**config.mk**
```make
export PLATFORM = sky130hd
export DESIGN_NAME = clk_fail_fallback
export DESIGN_NICKNAME = d
export VERILOG_FILES = /design/src/rtl/clkfb_pkg.sv /design/src/rtl/clkfb_hit_eval.sv /design/src/rtl/clkfb_cfg_reg.sv /design/src/rtl/clkfb_flag.sv /design/src/rtl/clk_fail_fallback.sv
export SDC_FILE = /design/constraint.sdc
export NUM_CORES = 1
export LEC_CHECK = 0
export BUFFER_PORTS_ARGS = -buffer_cell sky130_fd_sc_hd__buf_4
export CAP_MARGIN = 20
export CORE_AREA = 2 2 39 41
export DETAILED_ROUTE_END_ITERATION = 6
export DIE_AREA = 0 0 41 43
export HOLD_SLACK_MARGIN = 0.05
export PLACE_DENSITY = 0.53
export SYNTH_ARGS = -nofsm -noshare
export SYNTH_HDL_FRONTEND = slang
export SYNTH_HIERARCHICAL = 1
export SYNTH_SLANG_ARGS = --single-unit
```
**constraint.sdc**
```tcl
create_clock -name clk -period 2.4 [get_ports clk]
set_input_delay 0.24 -clock clk [delete_from_list [all_inputs] [get_ports clk]]
set_output_delay 0.24 -clock clk [all_outputs]
set_load 0.02 [all_outputs]
```
**src/rtl/clkfb_pkg.sv**
```systemverilog
package clkfb_pkg;

    localparam int SEL_W = 2;

    typedef enum logic [SEL_W-1:0] {
        SEL_RC  = 2'd0,
        SEL_XO  = 2'd1,
        SEL_PLL = 2'd2,
        SEL_RSV = 2'd3
    } sysclk_e;

    typedef struct packed {
        sysclk_e sel;
        logic    pll_xo;
        logic    xo_en;
        logic    pll_en;
        logic    apll_en;
    } clk_cfg_t;

    typedef enum logic [1:0] {
        HIT_NONE   = 2'd0,
        HIT_DIRECT = 2'd1,
        HIT_PLL    = 2'd2
    } hit_e;

    localparam clk_cfg_t CFG_RST = '{
        sel: SEL_RC, pll_xo: 1'b0, xo_en: 1'b0, pll_en: 1'b0, apll_en: 1'b0
    };

    // Which path, if any, depends on the external oscillator.
    function automatic hit_e classify(input clk_cfg_t c);
        hit_e h;
        case (c.sel)
            SEL_XO:  h = HIT_DIRECT;
            SEL_PLL: h = c.pll_xo ? HIT_PLL : HIT_NONE;
            default: h = HIT_NONE;
        endcase
        return h;
    endfunction

    // Configuration after a fallback of the given kind.
    function automatic clk_cfg_t fallback(input clk_cfg_t c, input hit_e h);
        clk_cfg_t n;
        n = c;
        case (h)
            HIT_DIRECT: begin
                n.sel   = SEL_RC;
                n.xo_en = 1'b0;
            end
            HIT_PLL: begin
                n.sel     = SEL_RC;
                n.xo_en   = 1'b0;
                n.pll_en  = 1'b0;
                n.apll_en = 1'b0;
            end
            default: n = c;
        endcase
        return n;
    endfunction

endpackage

```
**src/rtl/clkfb_hit_eval.sv**
```systemverilog
module clkfb_hit_eval
    import clkfb_pkg::*;
(
    input  clk_cfg_t cur_cfg,
    input  logic     mon_en,
    input  logic     fail_pulse,
    output logic     accept,
    output hit_e     hit
);
    always_comb begin
        accept = mon_en & fail_pulse;
        hit    = accept ? classify(cur_cfg) : HIT_NONE;
    end
endmodule

```
**src/rtl/clkfb_cfg_reg.sv**
```systemverilog
module clkfb_cfg_reg
    import clkfb_pkg::*;
(
    input  logic     clk,
    input  logic     rst,
    input  logic     wr,
    input  clk_cfg_t wr_cfg,
    input  logic     accept,
    input  hit_e     hit,
    output clk_cfg_t cfg
);
    clk_cfg_t nxt;

    always_comb begin
        nxt = cfg;
        if (accept) begin
            nxt = fallback(cfg, hit);
        end else if (wr) begin
            nxt = wr_cfg;
            if (wr_cfg.sel == SEL_RSV) begin
                nxt.sel = cfg.sel;
            end
        end
    end

    always_ff @(posedge clk) begin
        if (rst) cfg <= CFG_RST;
        else     cfg <= nxt;
    end
endmodule

```
**src/rtl/clkfb_flag.sv**
```systemverilog
module clkfb_flag (
    input  logic clk,
    input  logic rst,
    input  logic set_i,
    input  logic clr_i,
    output logic flag
);
    always_ff @(posedge clk) begin
        if (rst)        flag <= 1'b0;
        else if (set_i) flag <= 1'b1;
        else if (clr_i) flag <= 1'b0;
    end
endmodule

```
**src/rtl/clk_fail_fallback.sv**
```systemverilog
module clk_fail_fallback
    import clkfb_pkg::*;
(
    input  logic             clk,
    input  logic             rst,
    input  logic             mon_en,
    input  logic             fail_pulse,
    input  logic             cfg_wr,
    input  logic [SEL_W-1:0] wr_sysclk_sel,
    input  logic             wr_pll_ref_xo,
    input  logic             wr_xo_en,
    input  logic             wr_pll_en,
    input  logic             wr_apll_en,
    input  logic             flag_clr,
    output logic [SEL_W-1:0] sysclk_sel,
    output logic             pll_ref_xo,
    output logic             xo_en,
    output logic             pll_en,
    output logic             apll_en,
    output logic             fail_flag,
    output logic             fail_irq
);
    clk_cfg_t cfg_q;
    clk_cfg_t wr_cfg;
    logic     accept;
    hit_e     hit;

    always_comb begin
        wr_cfg.sel     = sysclk_e'(wr_sysclk_sel);
        wr_cfg.pll_xo  = wr_pll_ref_xo;
        wr_cfg.xo_en   = wr_xo_en;
        wr_cfg.pll_en  = wr_pll_en;
        wr_cfg.apll_en = wr_apll_en;
    end

    clkfb_hit_eval u_eval (
        .cur_cfg    (cfg_q),
        .mon_en     (mon_en),
        .fail_pulse (fail_pulse),
        .accept     (accept),
        .hit        (hit)
    );

    clkfb_cfg_reg u_cfg (
        .clk    (clk),
        .rst    (rst),
        .wr     (cfg_wr),
        .wr_cfg (wr_cfg),
        .accept (accept),
        .hit    (hit),
        .cfg    (cfg_q)
    );

    clkfb_flag u_flag (
        .clk   (clk),
        .rst   (rst),
        .set_i (accept),
        .clr_i (flag_clr),
        .flag  (fail_flag)
    );

    assign sysclk_sel = cfg_q.sel;
    assign pll_ref_xo = cfg_q.pll_xo;
    assign xo_en      = cfg_q.xo_en;
    assign pll_en     = cfg_q.pll_en;
    assign apll_en    = cfg_q.apll_en;
    assign fail_irq   = fail_flag;
endmodule

```
Yosys cells after proc, flatten, opt, wreduce, memory -nomap -nowiden:

Cells that the tools add are included.

* bits in registers: 7
* output and inout port bits: 8
* logic and storage cells: 34

* equality and inequality tests: 8
* multiplexer cells: 11
* bitwise operators: 2
* reduce and logical (&&, ||, !) cells: 7

Operators with widths (number)
* two-way mux 6 bit: 2
* two-way mux 2 bit: 5
* equality test 2 bit (second input constant): 3
* AND reduction 2 bit: 3
* equality test 2 x 1 -> 1 bit (second input constant): 2
* != test 2 bit (second input constant): 2
* case mux 2 bit (2 select lines): 1
* nonzero test 2 bit: 2
* two-way mux 1 bit: 3
* AND reduction 3 bit: 1
* != test 2 x 1 -> 1 bit (second input constant): 1
* OR reduction 2 bit: 1
* bitwise AND 1 bit: 1
* NOT 1 bit: 1

Logic depth before layout (Yosys ltp):

* depth in word-level cells: 7
* depth in mapped cells: 8

Hierarchy:

Netlist, hierarchy kept.

Modules (own cells, without submodules)
* clkfb_cfg_reg: instances 1, cells each 29, area each 282.8 µm², sequential area each 120.1 µm²
* clkfb_hit_eval: instances 1, cells each 8, area each 57.6 µm², sequential area each 0.0 µm²
* clkfb_flag: instances 1, cells each 4, area each 38.8 µm², sequential area each 20.0 µm²
* clk_fail_fallback: instances 1, cells each 1, area each 7.5 µm², sequential area each 0.0 µm²

Worst setup path before layout:

No wires, ideal clock.

* path kind: reg-to-reg
* from: reg u_cfg/cfg[5] (netlist bit)
* to: reg u_cfg/cfg[2] (netlist bit)
* setup time: 0.119 ns
* arrival time: 1.531 ns
* setup slack: 0.750 ns
* cell stages (with the launch flop): 9
* clock period less this slack: 1.650 ns
* cells stage by stage: dfxtp_1 inv_1 ha_1 and3_2 inv_1 ha_1 and2_2 o21ai_0 a21oi_1

* word-level cells in the longest chain between the ends: 7

RTL lines
* from (decl): line clkfb_cfg_reg.sv:10 `output clk_cfg_t cfg`
* from (signal assigned): line clkfb_cfg_reg.sv:28 `else cfg <= nxt;`
* equality test 2 bit or equality test 2 x 1 -> 1 bit (tied branches): line clkfb_pkg.sv:33 `case (c.sel)`
* case mux 2 bit (2 select lines) *: line clkfb_pkg.sv:33
* two-way mux 2 bit *: line clkfb_hit_eval.sv:12 `hit = accept ? classify(cur_cfg) : HIT_NONE;`
* via hit[0]: line clk_fail_fallback.sv:26 `hit_e hit;`
* equality test 2 x 1 -> 1 bit or equality test 2 bit (tied branches): line clkfb_pkg.sv:45 `case (h)`
* OR reduction 2 bit (no line) *
* != test 2 bit (no line) *
* AND reduction 2 bit (no line) *

Mark *: on every way through the listed nets, which the timed path passes. The rest lies on a longest branch.
A chain may end at the register's enable or synchronous reset.

Worst setup path in the final report:

Ends and elaborated chain as after synthesis.

==> impl_metrics.toml <==
[floorplan]
std_cell_rows = 14
boundaryPins = 20
die_area_sq_um = 1760
core-area_sq_um = 1380
initial_utilization = 0.279
die_width_um = 41
chipHeight_um = 43

[setup_path]
critPathTopFamily = "adder cells"
worst-endpoint-arrival_ps = 1730
endpoint_kind = "flop"
crit_path_start_kind = "flop"
cp_cell_sequence = "inv_1, ha_1, and3_2, inv_1, ha_1, and2_2, o21ai_0, a21oi_1"
crit_required_ps = 2530
critical_path.reg2reg.startpoint = "u_cfg/cfg[5]"
critical_path.max_stage_delay_ps = 370
path_class = "flop to flop"
worst-path-buf-inv = 2
critical_path_peak_fanout = 4
critical_path_start = "u_cfg/cfg[5]"
critPathSlowestCell = "sky130_fd_sc_hd__dfxtp_1"

[sta]
hold_viol = 0
finClkSkew_ps = 3.34
worst_slack_ps = 804
final-max-slew-violation-count = 0
setup_viol_count_final = 0
period_share = 0.665
rsz0062_at_grt = "no"
slew_headroom = 0.809
timing_worst_slew_pin_value_ps = 286
tns_ps = 0
finalCriticalPeriod_ps = 1600
max_freq_mhz = 627

[drt]
wl_per_cell_um = 9.68
iter_0_drt_violations = 4
via_per_inst = 4.50
wirelength_um = 774
wl_met2_um = 333
post-route-drc-count = 0
m1WireLength_um = 369
met3WireLength_um = 51
dr.pass1.iters = 4
dr_total_vias = 360
final_antenna_net_count = 0
route.top_layer_used = "met4"

[final_layout]
final_nets = 80
post_route_cells_drive_above_1_share = 0.484
layout.core_utilization = 0.410
final_cell_area_excluding_filler_cells_sq_um = 568
layout-area-overhead-vs-synth_pct = 46.9
n_antenna_cell = 0

[logic_synthesis]
synth.ff_latch_count = 7
netlist_instances = 42
async_reset_ff_frac = 0
netlist_area_sq_um = 387
mappedNetlistNets = 57
synthTopCellsByCount = "7 x sky130_fd_sc_hd__dfxtp_1, 7 x sky130_fd_sc_hd__inv_1, 5 x sky130_fd_sc_hd__nor2_1, 3 x sky130_fd_sc_hd__ha_1"
syn-mean-instance-area_sq_um = 9.21
synth_top_area_share = 0.362
yosys_warnings = 6
synth_edf_count = 0
synthDistinctLibCells = 19
synth-seq-area-share = 0.362
top_flip_flop_cell_by_instance_count_after_synthesis = "sky130_fd_sc_hd__dfxtp_1"
synth_top_area_cell = "sky130_fd_sc_hd__dfxtp_1"
synthTopCellsByArea = "sky130_fd_sc_hd__dfxtp_1 36%, sky130_fd_sc_hd__ha_1 9.7%, sky130_fd_sc_hd__inv_1 6.8%"

[clock_network]
cts.htree.levels = 1
clock_latency_ps = 240
cts.clk_slew.worst_paths_ps = 50
clock_tree_from_tritoncts = "done"
cts_setup_buffers = 0
clock_tree.buffer_depth = 2
root_buffer = "sky130_fd_sc_hd__clkbuf_4"
clock-sinks = 7
number_of_hold_buffers_added_after_cts = 0
number_of_resized_instances_in_the_post_cts_repair_step = 0
inserted_clock_buffers = 3

[placed_design]
port_buffers = 19
gp_weighted_congestion = 0.773
detailed_place_hpwl_um = 627
placed_area_sq_um = 542
place_ws_ps = 811

[power]
internal_power_uw = 218
fin_total_pwr_uw = 288
power_share_of_the_sequential_group = 0.441
power_switching_share = 0.242
power-per-cell-area_nw_per_um2 = 507
share_comb_of_total_power = 0.211
leakagePower_uw = 0.000286
clockPowerShare = 0.348
worst_ir_drop_vdd_v = 0.000324
power.switching_uw = 69.8

[grt]
antenna_violations_before_repair = 0
grt_max_degree = 8
number_of_global_route_vias_before_repair = 314
grt.total_usage = 0.113
grt_first_pass_wirelength_um = 1300
grt_overflow = 0

[flow_run]
max-cap-violations = 0

[hold_path]
min_path_type = "input pin to flop"
hold_path_startpoint = "rst"

[status]
status = "completed"
-- flip-flops by register name, indices dropped and copies added, names as in the netlist --
register	count
u_flag/flag	1
u_cfg/cfg	6
-- cell usage in the layout (no fill, tap or decap) --
cell type	Yosys	final
sky130_fd_sc_hd__and2_2	2	2
sky130_fd_sc_hd__buf_4	1	19
sky130_fd_sc_hd__a221oi_2	1	1
sky130_fd_sc_hd__clkbuf_1	0	1
sky130_fd_sc_hd__nor2b_4	1	1
sky130_fd_sc_hd__nor2_1	5	5
sky130_fd_sc_hd__a21oi_2	1	1
sky130_fd_sc_hd__a32o_2	2	2
sky130_fd_sc_hd__nand4_1	1	1
sky130_fd_sc_hd__o21ai_0	1	1
sky130_fd_sc_hd__dfxtp_1	7	7
sky130_fd_sc_hd__ha_1	3	3
sky130_fd_sc_hd__and3_2	1	1
sky130_fd_sc_hd__nand2_1	2	2
sky130_fd_sc_hd__mux2i_1	2	2
sky130_fd_sc_hd__nor2b_2	1	1
sky130_fd_sc_hd__clkbuf_4	0	3
sky130_fd_sc_hd__a22oi_1	2	2
sky130_fd_sc_hd__nand2b_1	1	1
sky130_fd_sc_hd__a21oi_1	1	1
sky130_fd_sc_hd__inv_1	7	7
-- cell type report --
class / count / area (sq um)
tap: 16 / 20.0
sequential: 7 / 140
clock buffer: 4 / 26.3
timing repair buffer: 19 / 143
multi-input combinational: 27 / 213
fill: 145 / 816
inverter: 7 / 26.3
-- power groups by stage --
stage / registers, uW / clock network (uW) / logic [uW]
after global placement: 129 / 0 / 61.5
after floorplan: 136 / 0 / 23.8
after detailed placement: 129 / 0 / 61.3
after CTS: 127 / 107 / 61.5
final: 127 / 100 / 60.8
after global routing: 128 / 114 / 66.8
-- stage by stage --
step                      hold slack (ps)  cells
after global routing                  222     80
after detailed placement              475     76
after CTS                             215     80
after global placement                477     76
after floorplan                       302     42
final                                 224     80
-- layer usage --
metal,GRT usage,vias up
met5,0,-
met4,0.100,0
met3,0.0314,2
met2,0.128,10
met1,0.162,158
li1,-,190
-- cells by family (layout without fill, tap and decap cells) --
group,after synthesis,after routing,share of synthesized area
AND/OR/NAND/NOR,14,14,0.217
flip-flops,7,7,0.362
multiplexers,2,2,0.0518
adder cells (fa/ha/maj),3,3,0.0971
AO/OA/AOI/OAI,8,8,0.184
buffers and inverters,8,30,0.0874
-- worst paths after layout --
| check | to | slack, ps | depth (start not counted) |
|---|---|---|---|
| min | u_flag/flag | 220 | 2 |
| max | u_cfg/cfg[2] | 800 | 8 |
| min reg2reg | u_cfg/cfg[2] | 490 | 2 |
| max reg2reg | u_cfg/cfg[2] | 800 | 8 |
No activity file was read; power rests on OpenSTA's default activity.
